$ cat config.mk
export PLATFORM = sky130hd
export DESIGN_NAME = lat_meter
export DESIGN_NICKNAME = d
export VERILOG_FILES = /design/src/rtl/lat_pkg.sv /design/src/rtl/lat_src_sel.sv /design/src/rtl/lat_core.sv /design/src/rtl/lat_regs.sv /design/src/rtl/lat_meter.sv
export SDC_FILE = /design/constraint.sdc
export NUM_CORES = 1
export LEC_CHECK = 0
export BUFFER_PORTS_ARGS = -buffer_cell sky130_fd_sc_hd__buf_2
export CAP_MARGIN = 20
export CORE_MARGIN = 10
export CORE_UTILIZATION = 52
export DETAILED_ROUTE_END_ITERATION = 8
export GPL_ROUTABILITY_DRIVEN = 0
export GPL_TIMING_DRIVEN = 1
export HOLD_SLACK_MARGIN = 0.15
export PLACE_DENSITY = 0.85
export SETUP_SLACK_MARGIN = 0.05
export SYNTH_ARGS = -nofsm -noshare
export SYNTH_HDL_FRONTEND = slang
export SYNTH_SLANG_ARGS = --single-unit
$ cat constraint.sdc
create_clock -name clk -period 1.5 [get_ports clk]
set_input_delay 0.225 -clock clk [delete_from_list [all_inputs] [get_ports clk]]
set_output_delay 0.225 -clock clk [all_outputs]
set_load 0.03 [all_outputs]
$ cat src/rtl/lat_pkg.sv
package lat_pkg;
  localparam int CNT_W  = 20;
  localparam int FLAG_W = 4;
  localparam int REG_W  = 16;

  typedef enum logic [1:0] {ST_ARMED, ST_RUN, ST_DONE} lat_state_e;

  // one saturating step of the latency counter
  function automatic logic [CNT_W-1:0] sat_step(input logic [CNT_W-1:0] v,
                                                input logic [CNT_W-1:0] ceil);
    return (v >= ceil) ? ceil : v + 1'b1;
  endfunction

  // status register image: start flags, stop flags, gap, ready, count top
  function automatic logic [REG_W-1:0] pack_status(input logic [FLAG_W-1:0] sflags,
                                                   input logic [FLAG_W-1:0] pflags,
                                                   input logic              ready,
                                                   input logic [CNT_W-1:0]  cnt);
    logic [CNT_W-REG_W-1:0] top;
    top = ready ? cnt[CNT_W-1:REG_W] : '0;
    return {sflags, pflags, 3'b000, ready, top};
  endfunction
endpackage

$ cat src/rtl/lat_src_sel.sv
module lat_src_sel
  import lat_pkg::*;
#(
  parameter int HALVES = 2
) (
  input  logic              sel,
  input  logic [FLAG_W-1:0] lane,
  input  logic [HALVES-1:0] half,
  output logic [FLAG_W-1:0] vec,
  output logic              hit
);
  for (genvar i = 0; i < FLAG_W; i++) begin : g_pos
    if (i < HALVES) begin : g_shared
      assign vec[i] = sel ? half[i] : lane[i];
    end else begin : g_lane_only
      assign vec[i] = sel ? 1'b0 : lane[i];
    end
  end
  assign hit = |vec;
endmodule

$ cat src/rtl/lat_core.sv
module lat_core
  import lat_pkg::*;
#(
  parameter logic [CNT_W-1:0] CNT_CEIL = '1
) (
  input  logic              clk,
  input  logic              rst_n,
  input  logic [FLAG_W-1:0] start_vec,
  input  logic              start_hit,
  input  logic [FLAG_W-1:0] stop_vec,
  input  logic              stop_hit,
  input  logic              clr,
  output logic [CNT_W-1:0]  cnt,
  output logic              ready,
  output logic [FLAG_W-1:0] sflags,
  output logic [FLAG_W-1:0] pflags
);
  lat_state_e st;
  logic arm_evt, stop_evt;

  assign arm_evt  = (st == ST_ARMED) && start_hit && !clr;
  assign stop_evt = (st == ST_RUN)   && stop_hit  && !clr;
  assign ready    = (st == ST_DONE);

  always_ff @(posedge clk or negedge rst_n) begin
    if (!rst_n) begin
      st     <= ST_ARMED;
      cnt    <= '0;
      sflags <= '0;
      pflags <= '0;
    end else if (clr) begin
      st     <= ST_ARMED;
      cnt    <= '0;
      sflags <= '0;
      pflags <= '0;
    end else begin
      unique case (st)
        ST_ARMED: if (arm_evt) begin
          st     <= ST_RUN;
          cnt    <= '0;
          sflags <= start_vec;
        end
        ST_RUN: begin
          cnt <= sat_step(cnt, CNT_CEIL);
          if (stop_evt) begin
            st     <= ST_DONE;
            pflags <= stop_vec;
          end
        end
        default: ;
      endcase
    end
  end

  AST_CNT_CEIL: assert property (@(posedge clk) disable iff (!rst_n)
    cnt <= CNT_CEIL);
  AST_DONE_FROZEN: assert property (@(posedge clk) disable iff (!rst_n)
    (ready && !clr && !$isunknown(cnt)) |=> (ready && $stable(cnt) && $stable(pflags)));
  AST_CLR_WIPES: assert property (@(posedge clk) disable iff (!rst_n)
    clr |=> (!ready && cnt == '0 && sflags == '0 && pflags == '0));
  AST_STOP_READY: assert property (@(posedge clk) disable iff (!rst_n)
    stop_evt |=> ready);
  AST_CLR_BEATS_START: assert property (@(posedge clk) disable iff (!rst_n)
    (clr && start_hit) |=> (sflags == '0));
endmodule

$ cat src/rtl/lat_regs.sv
module lat_regs
  import lat_pkg::*;
(
  input  logic              clk,
  input  logic              rst_n,
  input  logic              rd_en,
  input  logic              rd_addr,
  input  logic [CNT_W-1:0]  cnt,
  input  logic              ready,
  input  logic [FLAG_W-1:0] sflags,
  input  logic [FLAG_W-1:0] pflags,
  output logic              clr,
  output logic [REG_W-1:0]  rd_data
);
  logic [REG_W-1:0] hold_lo;
  logic             snap;

  assign snap = rd_en && !rd_addr;
  assign clr  = rd_en &&  rd_addr;

  always_ff @(posedge clk or negedge rst_n) begin
    if (!rst_n)    hold_lo <= '0;
    else if (clr)  hold_lo <= '0;
    else if (snap) hold_lo <= ready ? cnt[REG_W-1:0] : '0;
  end

  assign rd_data = rd_addr ? hold_lo : pack_status(sflags, pflags, ready, cnt);

  AST_HIDDEN_COUNT: assert property (@(posedge clk) disable iff (!rst_n)
    (!ready && !rd_addr) |-> (rd_data[3:0] == 4'h0));
  AST_SNAP_HIDDEN: assert property (@(posedge clk) disable iff (!rst_n)
    (snap && !ready) |=> (hold_lo == '0));
endmodule

$ cat src/rtl/lat_meter.sv
module lat_meter
  import lat_pkg::*;
#(
  parameter logic [19:0] CNT_CEIL = 20'hFFFFF
) (
  input  logic        clk,
  input  logic        rst_n,
  input  logic        start_sel,
  input  logic        stop_sel,
  input  logic [3:0]  lstx_comma,
  input  logic [1:0]  hsrx_comma,
  input  logic [3:0]  lsrx_comma,
  input  logic [1:0]  hstx_comma,
  input  logic        rd_en,
  input  logic        rd_addr,
  output logic [15:0] rd_data
);
  logic [FLAG_W-1:0] start_vec, stop_vec, sflags, pflags;
  logic              start_hit, stop_hit, clr, ready;
  logic [CNT_W-1:0]  cnt;

  lat_src_sel #(.HALVES(2)) u_start (
    .sel(start_sel), .lane(lstx_comma), .half(hsrx_comma),
    .vec(start_vec), .hit(start_hit));

  lat_src_sel #(.HALVES(2)) u_stop (
    .sel(stop_sel), .lane(lsrx_comma), .half(hstx_comma),
    .vec(stop_vec), .hit(stop_hit));

  lat_core #(.CNT_CEIL(CNT_CEIL)) u_core (
    .clk(clk), .rst_n(rst_n),
    .start_vec(start_vec), .start_hit(start_hit),
    .stop_vec(stop_vec), .stop_hit(stop_hit),
    .clr(clr), .cnt(cnt), .ready(ready),
    .sflags(sflags), .pflags(pflags));

  lat_regs u_regs (
    .clk(clk), .rst_n(rst_n), .rd_en(rd_en), .rd_addr(rd_addr),
    .cnt(cnt), .ready(ready), .sflags(sflags), .pflags(pflags),
    .clr(clr), .rd_data(rd_data));

  AST_STATUS_GAP: assert property (@(posedge clk) disable iff (!rst_n)
    (!rd_addr) |-> (rd_data[7:5] == 3'b000));
endmodule

# After elaboration in Yosys (flattened, before gate mapping)
# Cells that the tools add are included.
word_totals:
  register_bits: 46
  out_inout_bits: 16
  word_cells: 59
  in_bits: 18
classes:
  n_addsub: 1
  n_eq_ne: 4
  muxes: 27
  n_reduce_logical: 21
  magnitude_cmp: 1
op_table:
  columns: ["cell", "n"]
  rows:
  - ["$mux W16", 4]
  - ["$mux W20", 3]
  - ["$pmux W20 S2", 1]
  - ["$mux W4", 7]
  - ["$add A20 B1 Y20 const B", 1]
  - ["$ge A20 B20 Y1 const B", 1]
  - ["$reduce_bool A2 Y1", 5]
  - ["$mux W1", 8]
  - ["$reduce_or A4 Y1", 2]
  - ["$logic_and A1 B1 Y1", 6]
  - ["$mux W2", 3]
  - ["$ne A3 B1 Y1 const B", 2]
  - ["$reduce_and A2 Y1", 3]
  - ["$pmux W2 S2", 1]
  - ["$reduce_and A3 Y1", 1]
  - ["$reduce_bool A3 Y1", 1]
  - ["$eq A2 B1 Y1 const B", 1]
  - ["$eq A2 B2 Y1 const B", 1]
  - ["$logic_not A1 Y1", 2]
  - ["$logic_not A2 Y1", 1]

# Logic depth before layout (Yosys ltp)
depth:
  depth_word: 7
  depth_mapped: 8
  ltp_nobuf: 6

# By module
# Synthesis repeated with hierarchy kept, for this count alone.
hier_totals:
  cells_unflattened: 281
  area_unflattened_um2: 2701.3
modules_own_cells:
  columns: ["mod", "cells_per_inst", "area_per_inst_um2", "n_inst", "seq_area_each_um2"]
  rows:
  - ["lat_core", 179, 1674.1, 1, 750.7]
  - ["lat_regs", 92, 912.1, 1, 400.4]
  - ["lat_src_sel", 5, 57.6, 2, 0.0]

# Worst setup path before layout
# Ideal clock, no wire load.
synth_timing:
  path_kind: "reg-to-reg"
  from: "register u_core.cnt[0]"
  to: "register u_core.cnt[14]"
  setup_slack_ns: -0.126
  required_time_ns: 1.379
  period_less_slack_ns: 1.626
  n_path_buf: 0
  t_arrival_ns: 1.505
  setup_ns: 0.121
  stages_incl_launch_ff: 7
  path_cell_list: "dfrtp_1 ha_1 nand4_1 nor3_2 nand4_1 a21o_1 a22o_1"
synth_between:
  elab_chain_cells: 4
  word_cells_on_any_way: 5
  cone_classes: "1 x add/sub; 1 x order compare; 3 x mux"
synth_rtl:
  columns: ["item", "line", "text"]
  rows:
  - ["start: declaration", "lat_core.sv:13", "output logic [CNT_W-1:0] cnt,"]
  - ["start signal: assignment", "lat_core.sv:44", "cnt <= sat_step(cnt, CNT_CEIL);"]
  - ["$add A20 B1 Y20 or $ge A20 B20 Y1 (tied branches)", "lat_pkg.sv:11", "return (v >= ceil) ? ceil : v + 1'b1;"]
  - ["$mux W20 (*)", "lat_pkg.sv:11", null]
  - ["$pmux W20 S2 (*)", "lat_core.sv:37", "unique case (st)"]
  - ["$mux W20 (*)", "lat_core.sv:31", "end else if (clr) begin"]
# Mark *: on every way between the ends. The rest lies on a longest branch, timed or not.
# A chain may end at the register's enable or synchronous reset.

# Worst setup path in the final report
layout_timing:
  from: "register u_core.cnt[1]"
  to: "register u_core.cnt[6]"
# Same word-level chain as after synthesis.

==> run_results.csv <==
group,metric,value,unit
outcome,status,"finished, violations left",
cells_and_area,proportion_of_layout_cells_with_a_drive_suffix_above_1,39.11,%
synth,synth_cell_types,39,
setup_path,crit_start,"u_core.cnt[1]$_DFFE_PN0P_",
setup_path,crit_arrival,2.09,ns
setup_path,setup.worst_path.end_class,"flop",
detailed_routing,routedWlPerCell,19.18,um
synth,post_synth_most_frequent_cells,"dfrtp_1, o21ai_0, nand2_1, inv_1, nor2_1",
floorplan,floorplan.rows,25,
timing,timing.final.crit_share,126.2,%
synth,synth_enable_flop_cells,0,
timing,finalWorstPathRequiredPeriod,1.893,ns
synth,flip_flop_cell_with_the_highest_count_after_synthesis,"dfrtp_1",
place,postPlaceCellArea,3097,um^2
timing,timing.final.hold_violations,0,
synth,postSynth.asyncResetShare,100.0,%
detailed_routing,route.detailed.vias_per_inst,6.098,
setup_path,worstPathRequired,1.70,ns
setup_path,crit_path_cell_trace,"ha_2 > buf_4 > buf_4 > buf_4 > and3_4 > nand3_1 > and2_1 > o21ai_0 > nand2_1",
detailed_routing,drtAntennaViolNets,0,
cts,cts_root_buffer,"clkbuf_8",
detailed_routing,detailedRoute.firstIterationViolations,336,
synth,synthTopCellsByArea,"dfrtp_1, o21ai_0, nand2_1",
setup_path,path_delay_family,"simple AND/OR/NAND/NOR gates",
setup_path,critical-path-slowest-cell,"dfrtp_1",
outcome,failed_checks,"setup timing",
global_routing,first_global_vias,2617,
global_routing,track_usage,18.38,%
synth,synth.net_count,313,
synth,synth.ff_latch_count,46,
setup_path,crit_type,"flop to flop",
setup_path,cp_slowest_stage_delay,0.39,ns
place,dp.final_hpwl,5017,um
cts,sinks_on_the_clock_net,46,
setup_path,rr_startpoint,"u_core.cnt[1]$_DFFE_PN0P_",
cts,tritoncts,"built",
setup_path,crit-reg2reg-capture,"u_core.cnt[6]$_DFFE_PN0P_",
setup_path,crit_top_cell,"buf_4",
timing,skew,0.01194,ns
cts,cts_inserted_buffers,5,
cts,clkTransAtPathRegs,0.09,ns
flow_run,maxCapViolations,0,
setup_path,cp.buffers_inverters,3,
global_routing,antenna_found_initial,0,
timing,final.setup.tns,-4.153,ns
floorplan,die_h,89.87,um
cells_and_area,antenna_cells_inserted,0,
power,leakagePower,1.700,nW
detailed_routing,route.detailed.drc,0,
floorplan,die_area,8077,um^2
global_routing,grt_first_pass_wirelength,12650,um
floorplan,core,4723,um^2
timing,max_slew.worst_pin.slew,0.4655,ns
synth,synth_top_cell_by_area,"dfrtp_1",
cells_and_area,nets,399,
floorplan,ios,34,
setup_path,worstSetupPathDepth,9,
floorplan,start_util,53.75,%
cells_and_area,postLayoutCellArea,3567,um^2
detailed_routing,routed_wirelength,8594,um
power,largest_vdd_supply_drop,0.7546,mV
cts,clock_path_buffers,2,
place,place_worst_setup_slack,-0.1587,ns
floorplan,die_width,89.87,um
synth,synthesis.yosys.warnings,0,
synth,synth-seq-area-share,45.34,%
timing,grt_setup_unrepaired,"true",
synth,syn_area,2539,um^2
cts,htreeDepth,2,
setup_path,reg2reg_setup_slack,-0.39,ns
timing,finalSetupViolCount,26,
global_routing,grt_max_degree,29,
global_routing,globalRouteOverflowTotal,0,
cts,clock_insertion_delay_worst_skew,0.31,ns
timing,slew_viol_final,0,
cells_and_area,layout-area-overhead-vs-synth,40.51,%
cells_and_area,filler_cell_count,280,
timing,fmax,528.2,MHz
detailed_routing,drt_pre_antenna_iters,5,
timing,final.setup.worst_slack,-0.3933,ns
detailed_routing,via_count,2732,
synth,synth_most_common_cell,"dfrtp_1",
synth,post_synth_inst_count,294,
power,power_density,1149,nW/um^2
timing,maxSlewHeadroom,68.56,%
worst_hold_path,min_path_type,"input port to flop",
synth,synth.top_cell.area_share,45.34,%
setup_path,critical_path.max_fanout,3,
setup_path,crit_end,"u_core.cnt[6]$_DFFE_PN0P_",
setup_path,crit_path_start_kind,"flop",
setup_path,r2r.worst_path.cells,9,
synth,synth_area_per_cell,8.635,um^2
place,io_buffer_count,33,
## through the flow
step | util (%) | hold slack [ns] | power [mW] | cells
floorplan | - | -0.07059 | 2.253 | 294
global placement | 65.56 | 0.1921 | 2.702 | 424
detailed placement | 65.56 | 0.2049 | 2.748 | 424
CTS | 71.10 | 0.1833 | 3.857 | 438
global route | 75.52 | 0.1825 | 4.279 | 448
finish | 75.52 | 0.1852 | 4.098 | 448
## metal layers
layer,global-route usage [%],up-vias,share of wire [%]
met1,21.51,1311,39
met2,32.38,182,50
li1,-,1196,-
met5,0,-,0
met4,7.029,0,3.4
met3,3.408,43,7.8
## worst min path at each step
stage	endpoint	from	cells past startpoint
floorplan	u_core.cnt[0]$_DFFE_PN0P_	rst_n	0
global placement	u_core.pflags[0]$_DFFE_PN0P_	rst_n	1
detailed placement	u_core.pflags[1]$_DFFE_PN0P_	rst_n	1
CTS	u_core.pflags[2]$_DFFE_PN0P_	lsrx_comma[2]	2
global route	u_core.pflags[2]$_DFFE_PN0P_	lsrx_comma[2]	2
finish	u_core.pflags[2]$_DFFE_PN0P_	lsrx_comma[2]	2
## area by class of cell
cell class | instances | area (um^2) | area share [%]
flip-flops and latches | 46 | 1152 | 32.30
clock buffers | 5 | 68.82 | 1.929
repair buffers | 95 | 733.2 | 20.55
well taps | 67 | 83.83 | 2.350
clock inverters | 3 | 45.04 | 1.263
inverters | 25 | 93.84 | 2.631
multi-input cells | 207 | 1390 | 38.97
## cell families after synthesis
logic type	count (synthesis)	synth area share, %
AOI/OAI and AO/OA	92	20.70
muxes	14	5.964
buffers and inverters	42	7.689
adders and majority gates	1	0.4928
and+or+nand+nor	99	19.81
DFF	46	45.34
## report_power, final
part | internal (mW) | switching [mW] | leakage, nW | total [mW]
clock | 0.496 | 0.453 | 0.0504 | 0.949
combinational | 0.743 | 0.934 | 1.02 | 1.68
sequential | 1.38 | 0.0944 | 0.632 | 1.47
## cells in the final DEF (no fill, tap or decap), types with 3 or more instances in the layout
master     n
nor2b_1    3
a21oi_2    9
mux2i_1    5
o21ai_1   21
buf_4     52
nor2_1    19
nor3_1     4
a31oi_1    6
buf_12     4
dfrtp_1   45
nand2_1   33
nand3_1    6
buf_2     28
a21oi_1    7
a21o_1     3
o21a_1     3
clkbuf_8   5
o21ai_2    6
o21ai_0   26
and3_4     3
inv_1     25
buf_6     10
nand4_1    4
mux2_2     9
and2_1     5
## sequential cells by signal (all words and copies together) (netlist names)
name	cells
u_core.st	2
u_core.sflags	4
u_core.pflags	4
u_core.cnt	20
u_regs.hold_lo	16
## timing repair
item	in CTS	in global routing
pin swaps	10	17
endpoints found under the setup margin	28	30
buffers inserted	5	10
gates cloned	0	1
resized for setup	30	29
endpoints found under the hold margin	18	0
hold buffers	1	0
(Power assumes the default switching activity.)
